--- src/rtl/blk_dma_pkg.sv ---
// Shared types for the block transfer engine.
package blk_dma_pkg;

    // Operation code carried on op_sel.
    typedef enum logic [1:0] {
        OP_STORE  = 2'b00,
        OP_FETCH  = 2'b01,
        OP_SWAP   = 2'b10,
        OP_VERIFY = 2'b11
    } dma_op_e;

    // Sequencer states.
    typedef enum logic [2:0] {
        ST_IDLE,
        ST_RD,
        ST_WR,
        ST_SWP2,
        ST_FIN
    } dma_state_e;

endpackage

--- src/rtl/blk_dma_addr.sv ---
// Address and length counters.
// Loads the host address, the masked expansion address and the byte count on
// 'load', then steps them on 'adv'. The hold flags are captured at load so a
// register change mid-transfer has no effect. Assumes EXP_SIZE_LOG2 is in
// 17..EXP_AW.
module blk_dma_addr #(
    parameter int HOST_AW       = 16,
    parameter int LEN_W         = 16,
    parameter int EXP_AW        = 24,
    parameter int EXP_SIZE_LOG2 = 19
) (
    input  logic               clk,
    input  logic               rst_n,
    input  logic               load,
    input  logic               adv,
    input  logic               host_fix,
    input  logic               exp_fix,
    input  logic [HOST_AW-1:0] host_base,
    input  logic [15:0]        exp_base,
    input  logic [EXP_AW-17:0] exp_bank,
    input  logic [LEN_W-1:0]   xfer_len,
    output logic [HOST_AW-1:0] host_addr,
    output logic [EXP_AW-1:0]  exp_addr,
    output logic [LEN_W:0]     remain,
    output logic               last,
    output logic               host_held,
    output logic               exp_held
);
    localparam int REM_W = LEN_W + 1;
    localparam logic [EXP_AW-1:0] EXP_MASK = {EXP_AW{1'b1}} >> (EXP_AW - EXP_SIZE_LOG2);
    localparam logic [REM_W-1:0]  FULL_LEN = {1'b1, {LEN_W{1'b0}}};

    logic [HOST_AW-1:0] host_q;
    logic [EXP_AW-1:0]  exp_q;
    logic [REM_W-1:0]   rem_q;
    logic               hfix_q, xfix_q;

    // Counter load and per-byte step.
    always_ff @(posedge clk) begin
        if (!rst_n) begin
            host_q <= '0;
            exp_q  <= '0;
            rem_q  <= '0;
            hfix_q <= 1'b0;
            xfix_q <= 1'b0;
        end else if (load) begin
            host_q <= host_base;
            exp_q  <= {exp_bank, exp_base} & EXP_MASK;
            rem_q  <= (xfer_len == '0) ? FULL_LEN : {1'b0, xfer_len};
            hfix_q <= host_fix;
            xfix_q <= exp_fix;
        end else if (adv) begin
            if (!hfix_q) host_q <= host_q + 1'b1;
            if (!xfix_q) exp_q  <= (exp_q + 1'b1) & EXP_MASK;
            rem_q <= rem_q - 1'b1;
        end
    end

    assign host_addr = host_q;
    assign exp_addr  = exp_q;
    assign remain    = rem_q;
    assign last      = (rem_q == REM_W'(1));
    assign host_held = hfix_q;
    assign exp_held  = xfix_q;

    // a held host address never moves across a byte step.
    a_r6_host_hold: assert property (@(posedge clk) disable iff (!rst_n)
        (adv && hfix_q) |=> $stable(host_q));

    // a held expansion address never moves across a byte step.
    a_r6_exp_hold: assert property (@(posedge clk) disable iff (!rst_n)
        (adv && xfix_q) |=> $stable(exp_q));

endmodule

--- src/rtl/blk_dma_seq.sv ---
// Transfer sequencer.
// One read cycle fetches the bytes a step needs. The next cycle writes or
// compares them. A swap adds a second write cycle with the expansion byte
// held in a temporary register. Memories return read data one cycle after
// the read strobe. The operation is latched at start.
module blk_dma_seq
    import blk_dma_pkg::*;
#(
    parameter int DATA_W = 8
) (
    input  logic              clk,
    input  logic              rst_n,
    input  logic              start,
    input  logic [1:0]        op_sel,
    input  logic              last,
    input  logic [DATA_W-1:0] hm_rdata,
    input  logic [DATA_W-1:0] xm_rdata,
    output logic              load,
    output logic              adv,
    output logic              hm_re,
    output logic              hm_we,
    output logic [DATA_W-1:0] hm_wdata,
    output logic              xm_re,
    output logic              xm_we,
    output logic [DATA_W-1:0] xm_wdata,
    output logic              busy,
    output logic              done,
    output logic              eob,
    output logic              verr
);
    dma_state_e        state_q, state_d;
    dma_op_e           op_q;
    logic [DATA_W-1:0] tmp_q;
    logic              eob_q, verr_q;
    logic              set_eob, set_verr, cap_tmp;

    assign load = start && (state_q == ST_IDLE);

    // State, latched operation, swap byte and outcome flags.
    always_ff @(posedge clk) begin
        if (!rst_n) begin
            state_q <= ST_IDLE;
            op_q    <= OP_STORE;
            tmp_q   <= '0;
            eob_q   <= 1'b0;
            verr_q  <= 1'b0;
        end else begin
            state_q <= state_d;
            if (load) begin
                op_q   <= dma_op_e'(op_sel);
                eob_q  <= 1'b0;
                verr_q <= 1'b0;
            end
            if (set_eob)  eob_q  <= 1'b1;
            if (set_verr) verr_q <= 1'b1;
            if (cap_tmp)  tmp_q  <= xm_rdata;
        end
    end

    // Next state and memory strobes for the current step.
    always_comb begin
        state_d  = state_q;
        adv      = 1'b0;
        hm_re    = 1'b0;
        xm_re    = 1'b0;
        hm_we    = 1'b0;
        xm_we    = 1'b0;
        hm_wdata = '0;
        xm_wdata = '0;
        set_eob  = 1'b0;
        set_verr = 1'b0;
        cap_tmp  = 1'b0;
        unique case (state_q)
            ST_IDLE: if (start) state_d = ST_RD;
            ST_RD: begin
                hm_re   = (op_q != OP_FETCH);
                xm_re   = (op_q != OP_STORE);
                state_d = ST_WR;
            end
            ST_WR: begin
                case (op_q)
                    OP_STORE: begin
                        xm_we    = 1'b1;
                        xm_wdata = hm_rdata;
                        adv      = 1'b1;
                        set_eob  = last;
                        state_d  = last ? ST_FIN : ST_RD;
                    end
                    OP_FETCH: begin
                        hm_we    = 1'b1;
                        hm_wdata = xm_rdata;
                        adv      = 1'b1;
                        set_eob  = last;
                        state_d  = last ? ST_FIN : ST_RD;
                    end
                    OP_SWAP: begin
                        xm_we    = 1'b1;
                        xm_wdata = hm_rdata;
                        cap_tmp  = 1'b1;
                        state_d  = ST_SWP2;
                    end
                    default: begin
                        adv = 1'b1;
                        if (hm_rdata != xm_rdata) begin
                            set_verr = 1'b1;
                            state_d  = ST_FIN;
                        end else begin
                            set_eob = last;
                            state_d = last ? ST_FIN : ST_RD;
                        end
                    end
                endcase
            end
            ST_SWP2: begin
                hm_we    = 1'b1;
                hm_wdata = tmp_q;
                adv      = 1'b1;
                set_eob  = last;
                state_d  = last ? ST_FIN : ST_RD;
            end
            ST_FIN:  state_d = ST_IDLE;
            default: state_d = ST_IDLE;
        endcase
    end

    assign busy = (state_q != ST_IDLE);
    assign done = (state_q == ST_FIN);
    assign eob  = eob_q;
    assign verr = verr_q;

    // no memory traffic while idle.
    a_r12_idle_quiet: assert property (@(posedge clk) disable iff (!rst_n)
        (state_q == ST_IDLE) |-> !(hm_re || xm_re || hm_we || xm_we));

    // completion is a single-cycle strobe.
    a_r10_done_single: assert property (@(posedge clk) disable iff (!rst_n)
        done |=> !done);

    // an expansion write of a swap is followed by the host write.
    a_r2_swap_order: assert property (@(posedge clk) disable iff (!rst_n)
        (xm_we && op_q == OP_SWAP) |=> hm_we);

    // a transfer ends with either outcome, never both.
    a_r4_outcome_excl: assert property (@(posedge clk) disable iff (!rst_n)
        done |-> !(eob_q && verr_q));

endmodule

--- src/rtl/blk_dma_report.sv ---
// End-of-transfer reporting.
// In the completion cycle it selects the write-back values (final counters or
// shadows) and forms the status and interrupt strobes from the latched
// outcome and the live mask inputs. Purely combinational.
module blk_dma_report #(
    parameter int HOST_AW = 16,
    parameter int LEN_W   = 16,
    parameter int EXP_AW  = 24
) (
    input  logic               clk,
    input  logic               rst_n,
    input  logic               done,
    input  logic               eob,
    input  logic               verr,
    input  logic               autoload,
    input  logic               irq_en,
    input  logic               irq_eob_en,
    input  logic               irq_verr_en,
    input  logic               host_held,
    input  logic               exp_held,
    input  logic [HOST_AW-1:0] host_addr,
    input  logic [EXP_AW-1:0]  exp_addr,
    input  logic [LEN_W:0]     remain,
    input  logic [HOST_AW-1:0] sh_host,
    input  logic [15:0]        sh_exp,
    input  logic [EXP_AW-17:0] sh_bank,
    input  logic [LEN_W-1:0]   sh_len,
    output logic               eob_set,
    output logic               verr_set,
    output logic               irq_set,
    output logic               wb_host_we,
    output logic [HOST_AW-1:0] wb_host_addr,
    output logic               wb_exp_we,
    output logic [15:0]        wb_exp_addr,
    output logic [EXP_AW-17:0] wb_bank,
    output logic               wb_len_we,
    output logic [LEN_W-1:0]   wb_len
);
    logic [LEN_W-1:0] end_len;

    // Length left after the run; a finished block reports 1.
    always_comb begin
        end_len = (remain == '0) ? LEN_W'(1) : remain[LEN_W-1:0];
    end

    // Write-back selection: shadows under autoload, end values otherwise.
    always_comb begin
        wb_host_we   = done && (autoload || !host_held);
        wb_exp_we    = done && (autoload || !exp_held);
        wb_len_we    = done;
        wb_host_addr = autoload ? sh_host : host_addr;
        wb_exp_addr  = autoload ? sh_exp  : exp_addr[15:0];
        wb_bank      = autoload ? sh_bank : exp_addr[EXP_AW-1:16];
        wb_len       = autoload ? sh_len  : end_len;
    end

    // Status and interrupt strobes.
    always_comb begin
        eob_set  = done && eob;
        verr_set = done && verr;
        irq_set  = done && irq_en && ((eob && irq_eob_en) || (verr && irq_verr_en));
    end

    // an interrupt needs completion and the master enable.
    a_r11_irq_gated: assert property (@(posedge clk) disable iff (!rst_n)
        irq_set |-> (done && irq_en));

    // without autoload the written length is never zero.
    a_r8_len_nonzero: assert property (@(posedge clk) disable iff (!rst_n)
        (wb_len_we && !autoload) |-> (wb_len != '0));

endmodule

--- src/rtl/blk_dma_engine.sv ---
// Block transfer DMA engine, top level.
// Joins the sequencer, the address/length counters and the reporting logic.
// Assumes both memory ports answer a read on the next cycle and accept a
// write in the cycle it is strobed, with no wait states.
module blk_dma_engine #(
    parameter int HOST_AW       = 16,
    parameter int LEN_W         = 16,
    parameter int EXP_AW        = 24,
    parameter int EXP_SIZE_LOG2 = 19,
    parameter int DATA_W        = 8
) (
    input  logic               clk,
    input  logic               rst_n,
    input  logic               start,
    input  logic [1:0]         op_sel,
    input  logic               autoload,
    input  logic               host_fix,
    input  logic               exp_fix,
    input  logic               irq_en,
    input  logic               irq_eob_en,
    input  logic               irq_verr_en,
    input  logic [HOST_AW-1:0] host_base,
    input  logic [15:0]        exp_base,
    input  logic [EXP_AW-17:0] exp_bank,
    input  logic [LEN_W-1:0]   xfer_len,
    input  logic [HOST_AW-1:0] sh_host,
    input  logic [15:0]        sh_exp,
    input  logic [EXP_AW-17:0] sh_bank,
    input  logic [LEN_W-1:0]   sh_len,
    output logic [HOST_AW-1:0] hm_addr,
    output logic               hm_re,
    output logic               hm_we,
    output logic [DATA_W-1:0]  hm_wdata,
    input  logic [DATA_W-1:0]  hm_rdata,
    output logic [EXP_AW-1:0]  xm_addr,
    output logic               xm_re,
    output logic               xm_we,
    output logic [DATA_W-1:0]  xm_wdata,
    input  logic [DATA_W-1:0]  xm_rdata,
    output logic               busy,
    output logic               done,
    output logic               eob_set,
    output logic               verr_set,
    output logic               irq_set,
    output logic               wb_host_we,
    output logic [HOST_AW-1:0] wb_host_addr,
    output logic               wb_exp_we,
    output logic [15:0]        wb_exp_addr,
    output logic [EXP_AW-17:0] wb_bank,
    output logic               wb_len_we,
    output logic [LEN_W-1:0]   wb_len
);
    logic             load, adv, last, eob, verr, host_held, exp_held;
    logic [LEN_W:0]   remain;

    blk_dma_seq #(.DATA_W(DATA_W)) seq_i (
        .clk(clk), .rst_n(rst_n), .start(start), .op_sel(op_sel), .last(last),
        .hm_rdata(hm_rdata), .xm_rdata(xm_rdata), .load(load), .adv(adv),
        .hm_re(hm_re), .hm_we(hm_we), .hm_wdata(hm_wdata),
        .xm_re(xm_re), .xm_we(xm_we), .xm_wdata(xm_wdata),
        .busy(busy), .done(done), .eob(eob), .verr(verr)
    );

    blk_dma_addr #(
        .HOST_AW(HOST_AW), .LEN_W(LEN_W), .EXP_AW(EXP_AW), .EXP_SIZE_LOG2(EXP_SIZE_LOG2)
    ) addr_i (
        .clk(clk), .rst_n(rst_n), .load(load), .adv(adv),
        .host_fix(host_fix), .exp_fix(exp_fix), .host_base(host_base),
        .exp_base(exp_base), .exp_bank(exp_bank), .xfer_len(xfer_len),
        .host_addr(hm_addr), .exp_addr(xm_addr), .remain(remain), .last(last),
        .host_held(host_held), .exp_held(exp_held)
    );

    blk_dma_report #(.HOST_AW(HOST_AW), .LEN_W(LEN_W), .EXP_AW(EXP_AW)) report_i (
        .clk(clk), .rst_n(rst_n), .done(done), .eob(eob), .verr(verr),
        .autoload(autoload), .irq_en(irq_en), .irq_eob_en(irq_eob_en),
        .irq_verr_en(irq_verr_en), .host_held(host_held), .exp_held(exp_held),
        .host_addr(hm_addr), .exp_addr(xm_addr), .remain(remain),
        .sh_host(sh_host), .sh_exp(sh_exp), .sh_bank(sh_bank), .sh_len(sh_len),
        .eob_set(eob_set), .verr_set(verr_set), .irq_set(irq_set),
        .wb_host_we(wb_host_we), .wb_host_addr(wb_host_addr),
        .wb_exp_we(wb_exp_we), .wb_exp_addr(wb_exp_addr), .wb_bank(wb_bank),
        .wb_len_we(wb_len_we), .wb_len(wb_len)
    );

    // completion always leaves the engine idle on the next cycle.
    a_r10_idle_after_done: assert property (@(posedge clk) disable iff (!rst_n)
        done |=> !busy);

endmodule

--- config.mk ---
export PLATFORM = sky130hd
export DESIGN_NAME = blk_dma_engine
export DESIGN_NICKNAME = d
export VERILOG_FILES = /design/src/rtl/blk_dma_pkg.sv /design/src/rtl/blk_dma_addr.sv /design/src/rtl/blk_dma_seq.sv /design/src/rtl/blk_dma_report.sv /design/src/rtl/blk_dma_engine.sv
export SDC_FILE = /design/constraint.sdc
export NUM_CORES = 1
export LEC_CHECK = 0
export BUFFER_PORTS_ARGS = -buffer_cell sky130_fd_sc_hd__buf_2
export CORE_ASPECT_RATIO = 0.8
export CORE_UTILIZATION = 30
export DETAILED_ROUTE_END_ITERATION = 8
export GPL_TIMING_DRIVEN = 1
export HOLD_SLACK_MARGIN = 0.08
export PLACE_DENSITY = 0.55
export REMOVE_ABC_BUFFERS = 1
export SYNTH_ARGS = -nofsm -noshare
export SYNTH_HDL_FRONTEND = slang
export SYNTH_HIERARCHICAL = 1
export SYNTH_SLANG_ARGS = --single-unit
export TNS_END_PERCENT = 50
--- constraint.sdc ---
create_clock -name clk -period 2.1 [get_ports clk]
set_input_delay 0.42 -clock clk [delete_from_list [all_inputs] [get_ports clk]]
set_output_delay 0.42 -clock clk [all_outputs]
set_load 0.02 [all_outputs]
==> results.rst <==
.. list-table::
   :header-rows: 1

   * - Metric
     - Value
   * - Timing-limited maximum frequency
     - 484 MHz
   * - Post-layout instance area
     - a little over 7000 µm²
   * - First-iteration detailed-routing DRC count
     - about 170
   * - Post-CTS Hold Fix Bufs
     - 0
   * - Period Utilization, post-route
     - between 90% and 100%
   * - Cell with the biggest individual delay on the critical path
     - dfxtp_2
   * - Min cycle time layout
     - 2070 ps
   * - RSZ-0062 raised after global routing
     - true
   * - Cell area reported after detailed placement
     - 6600 µm²
   * - Antenna violations before repair
     - 0
   * - Clock tree from TritonCTS
     - done
   * - Gr ovfl total
     - 0
   * - Area share of the leading cell type in the synthesized netlist
     - between 20 and 30%
   * - Worst slew margin
     - 65.8%
   * - Buffer type at the clock tree root
     - clkbuf_16
   * - Clk slew on worst S/H paths
     - 60 ps
   * - # IOs
     - 263
   * - Routed via count divided by cell count
     - 4.94
   * - WP depth
     - 5
   * - Unique masters post-synth
     - 72
   * - Total of flip-flops plus latches after synthesis
     - 69
   * - Most frequently used cell type in the post-synthesis netlist
     - dfxtp_1
   * - Num CTS Buffers
     - 9
   * - R2R Path Start
     - seq_i/state_q[0]
   * - Die Height
     - 117 µm
   * - Routability-driven placement congestion ratio
     - 0.821
   * - Power per Cell Area
     - between 600 and 700 nW/µm²
   * - # nets final
     - about 1000
   * - Initial cell density of the core
     - 31.0%
   * - Crit-path cells
     - buf_6 > nor4_2 > nand4_1 > o41ai_2 > buf_4
   * - Finished Layout Cells
     - approximately 1100
   * - Synth top area cells
     - dfxtp_1, mux2_2, xnor2_1
   * - Crit path setup slack, layout
     - 32.2 ps
   * - Global Route met1 Usage
     - 23.1%
   * - Biggest cell delay along the critical path
     - around 320 ps
   * - Detail Route Antenna Nets
     - 0
   * - Worst-path maximum fanout
     - 7
   * - Share of the core filled with cells in the final layout
     - 44.2%
   * - Endpoints failing setup
     - 0
   * - Wirelength per Cell
     - 14.9 µm
   * - Post-detailed-placement half-perimeter wirelength
     - approximately 12 mm
   * - Hold Fails Final Rpt
     - 0
   * - Number of design rule violations left after detail routing
     - 0
   * - Cell class contributing the biggest share of worst-path delay
     - simple AND/OR/NAND/NOR gates
   * - Synthesized instance count
     - roughly 570
   * - Ys Warns
     - 6
   * - Global routing met3 resource utilization
     - ~5.9%
   * - Vias in the first global route
     - 4650
   * - Kind of critical path
     - reg2out
   * - Data arrival time at the worst-slack endpoint
     - 1650 ps
   * - Sequential fraction of the synthesis area
     - 27.9%
   * - Hold Slack
     - 302 ps
   * - Via count of the routed design
     - 5226
   * - Area added between synthesis and finish
     - 42.5%
   * - Global-route total usage across every layer
     - 18.1%
   * - Number of placed cells counting well taps
     - 1035
   * - Final worst clock skew
     - 3.00 ps
   * - Wire length of the first global-routing pass
     - roughly 24 mm
   * - Critical path endpoint category
     - output port
   * - Number of antenna diodes
     - 0
   * - Number of flops mapped to enable cells by yosys
     - 0
   * - Routed Wire Length
     - 15.7 mm
   * - Number of violations of the max-capacitance limit
     - 0
   * - Number of cell rows
     - 41
   * - Reg2reg end
     - addr_i/host_addr[15]
   * - Setup slack on the worst flop-to-flop path
     - 90 ps
   * - Cell type with the highest aggregate area in the netlist
     - dfxtp_1
   * - Netlist Area Pre-Place
     - 4950 µm²
   * - Later-pin clock latency in the skew report
     - 340 ps
   * - Worst Hold Path Cells
     - 2
   * - Number of sinks on the clock net
     - 69
   * - Largest voltage drop on the vdd net
     - 0.000345 V
   * - Power, Total
     - approximately 4.4 mW
   * - HP Start
     - host_base[2]
   * - Port Buffer Count
     - ~250
   * - Required arrival time at the worst endpoint
     - 1680 ps
   * - Average cell area after synthesis
     - just under 9 µm²
   * - CORE AREA
     - about 16000 µm²
   * - Static leakage
     - 3.29 nW
   * - Setup TNS
     - 0 ps
   * - Iteration count of the initial detailed-routing pass
     - 4
   * - Die span in x
     - 146 µm
   * - Hold crit path type
     - in2reg
   * - Outcome
     - complete, no violations
   * - Layout cell share with drive strength beyond 1
     - 48.9%
   * - Slew at the pin with the worst max-slew slack
     - 508 ps
   * - Most used flip-flop cell after synthesis
     - dfxtp_1
   * - Floorplan die area
     - 17000 µm²
   * - Maximum level of the CTS H-tree
     - 3
   * - Logic depth of the worst register-to-register path
     - 8
   * - Buffer and inverter count on the worst path
     - 2
   * - Commonest cells in the synthesized netlist
     - dfxtp_1, mux2_2, o21ai_0
   * - Maximum root-to-sink buffer count
     - 2
   * - Startpoint type of the worst setup path
     - flop
   * - Hold Crit Endpoint
     - addr_i/host_addr[2]
   * - Maximum number of pins on one net before global-route repair
     - 54
   * - GRT Max-Usage Layer
     - met2
   * - Place WS
     - 10.0 ps
   * - GRT met2 Usage
     - 30.4%
   * - Final Max Slew Viols
     - 0
   * - Fraction of registers with async set or reset after synthesis
     - 0%
==> sequential cells by signal, indices dropped and copies added (netlist names) <==
signal,count
seq_i/op_q,2
addr_i/exp_held,1
seq_i/verr,1
addr_i/host_addr,16
seq_i/eob,1
addr_i/exp_addr,19
addr_i/host_held,1
addr_i/remain,17
seq_i/state_q,3
seq_i/tmp_q,8
==> worst max path at each step <==
stage	endpoint	start	slack [ps]
final	wb_len[0]	addr_i/remain[6]	30
after global routing	addr_i/host_addr[15]	seq_i/state_q[0]	-50
after CTS	wb_len[0]	addr_i/remain[6]	-30
after detailed placement	seq_i/state_q[2]	addr_i/remain[2]	10
after global placement	seq_i/state_q[2]	addr_i/remain[2]	50
after floorplan	addr_i/remain[8]	seq_i/state_q[0]	-830
==> per-layer routing <==
metal  share of wire, %  routed length (µm)  up-vias
met4               0.71                 111        0
met1                 48                7500     2380
li1                   -                   -     2646
met2                 45                7080      192
met5                  0                   0        -
met3                6.5                1020        8
==> layout by cell type, fill, tap and decap left out, drive strengths merged, types with 17 or more instances in the layout <==
master	count
buf	298
dfxtp	69
mux2	55
o21ai	38
nand2	34
xnor2	24
a21oi	22
nand3	21
nor2	20
nand4	18
xor2	17
==> report_power, final <==
group	switching [mW]	internal, mW	leakage, nW	total, mW
sequential	0.159	1.42	0.572	1.58
combinational	0.757	0.620	2.58	1.38
clock	0.584	0.815	0.134	1.40
total	1.50	2.86	3.29	4.36
==> cell type report <==
class,count,area [µm²]
repair buffers,298,1700
well taps,215,269
clock inverters,5,27.5
fillers,1607,8900
multi-input cells,445,3370
clock buffers,10,239
inverters,15,56.3
flip-flops and latches,69,1400
==> worst register-to-register path: stages (launching register included) <==
cell and delay (ps):
dfxtp_1 350, nand2b_1 160, nor2_1 60, nor2_2 190, buf_12 160, and4b_1 260, nand3_2 130, or4_1 490
a31oi_1 160
==> repair_timing <==
action / in CTS / in global routing
endpoints found under the setup margin: 20 / 24
pin swaps: 4 / 5
resized for setup: 19 / 22
buffers inserted: 3 / 4
==> kinds of logic after synthesis <==
| family | Yosys count | synth area share, % |
|---|---|---|
| DFF | 69 | 27.9 |
| and+or+nand+nor | 199 | 24.5 |
| muxes | 62 | 13.9 |
| other | 1 | 0.0758 |
| AOI/OAI and AO/OA | 134 | 19.1 |
| xor gates and xnor gates | 41 | 7.25 |
| adders and majority gates | 4 | 1.01 |
| buffers and inverters | 58 | 6.27 |
No activity file was read; power rests on OpenSTA's default activity.
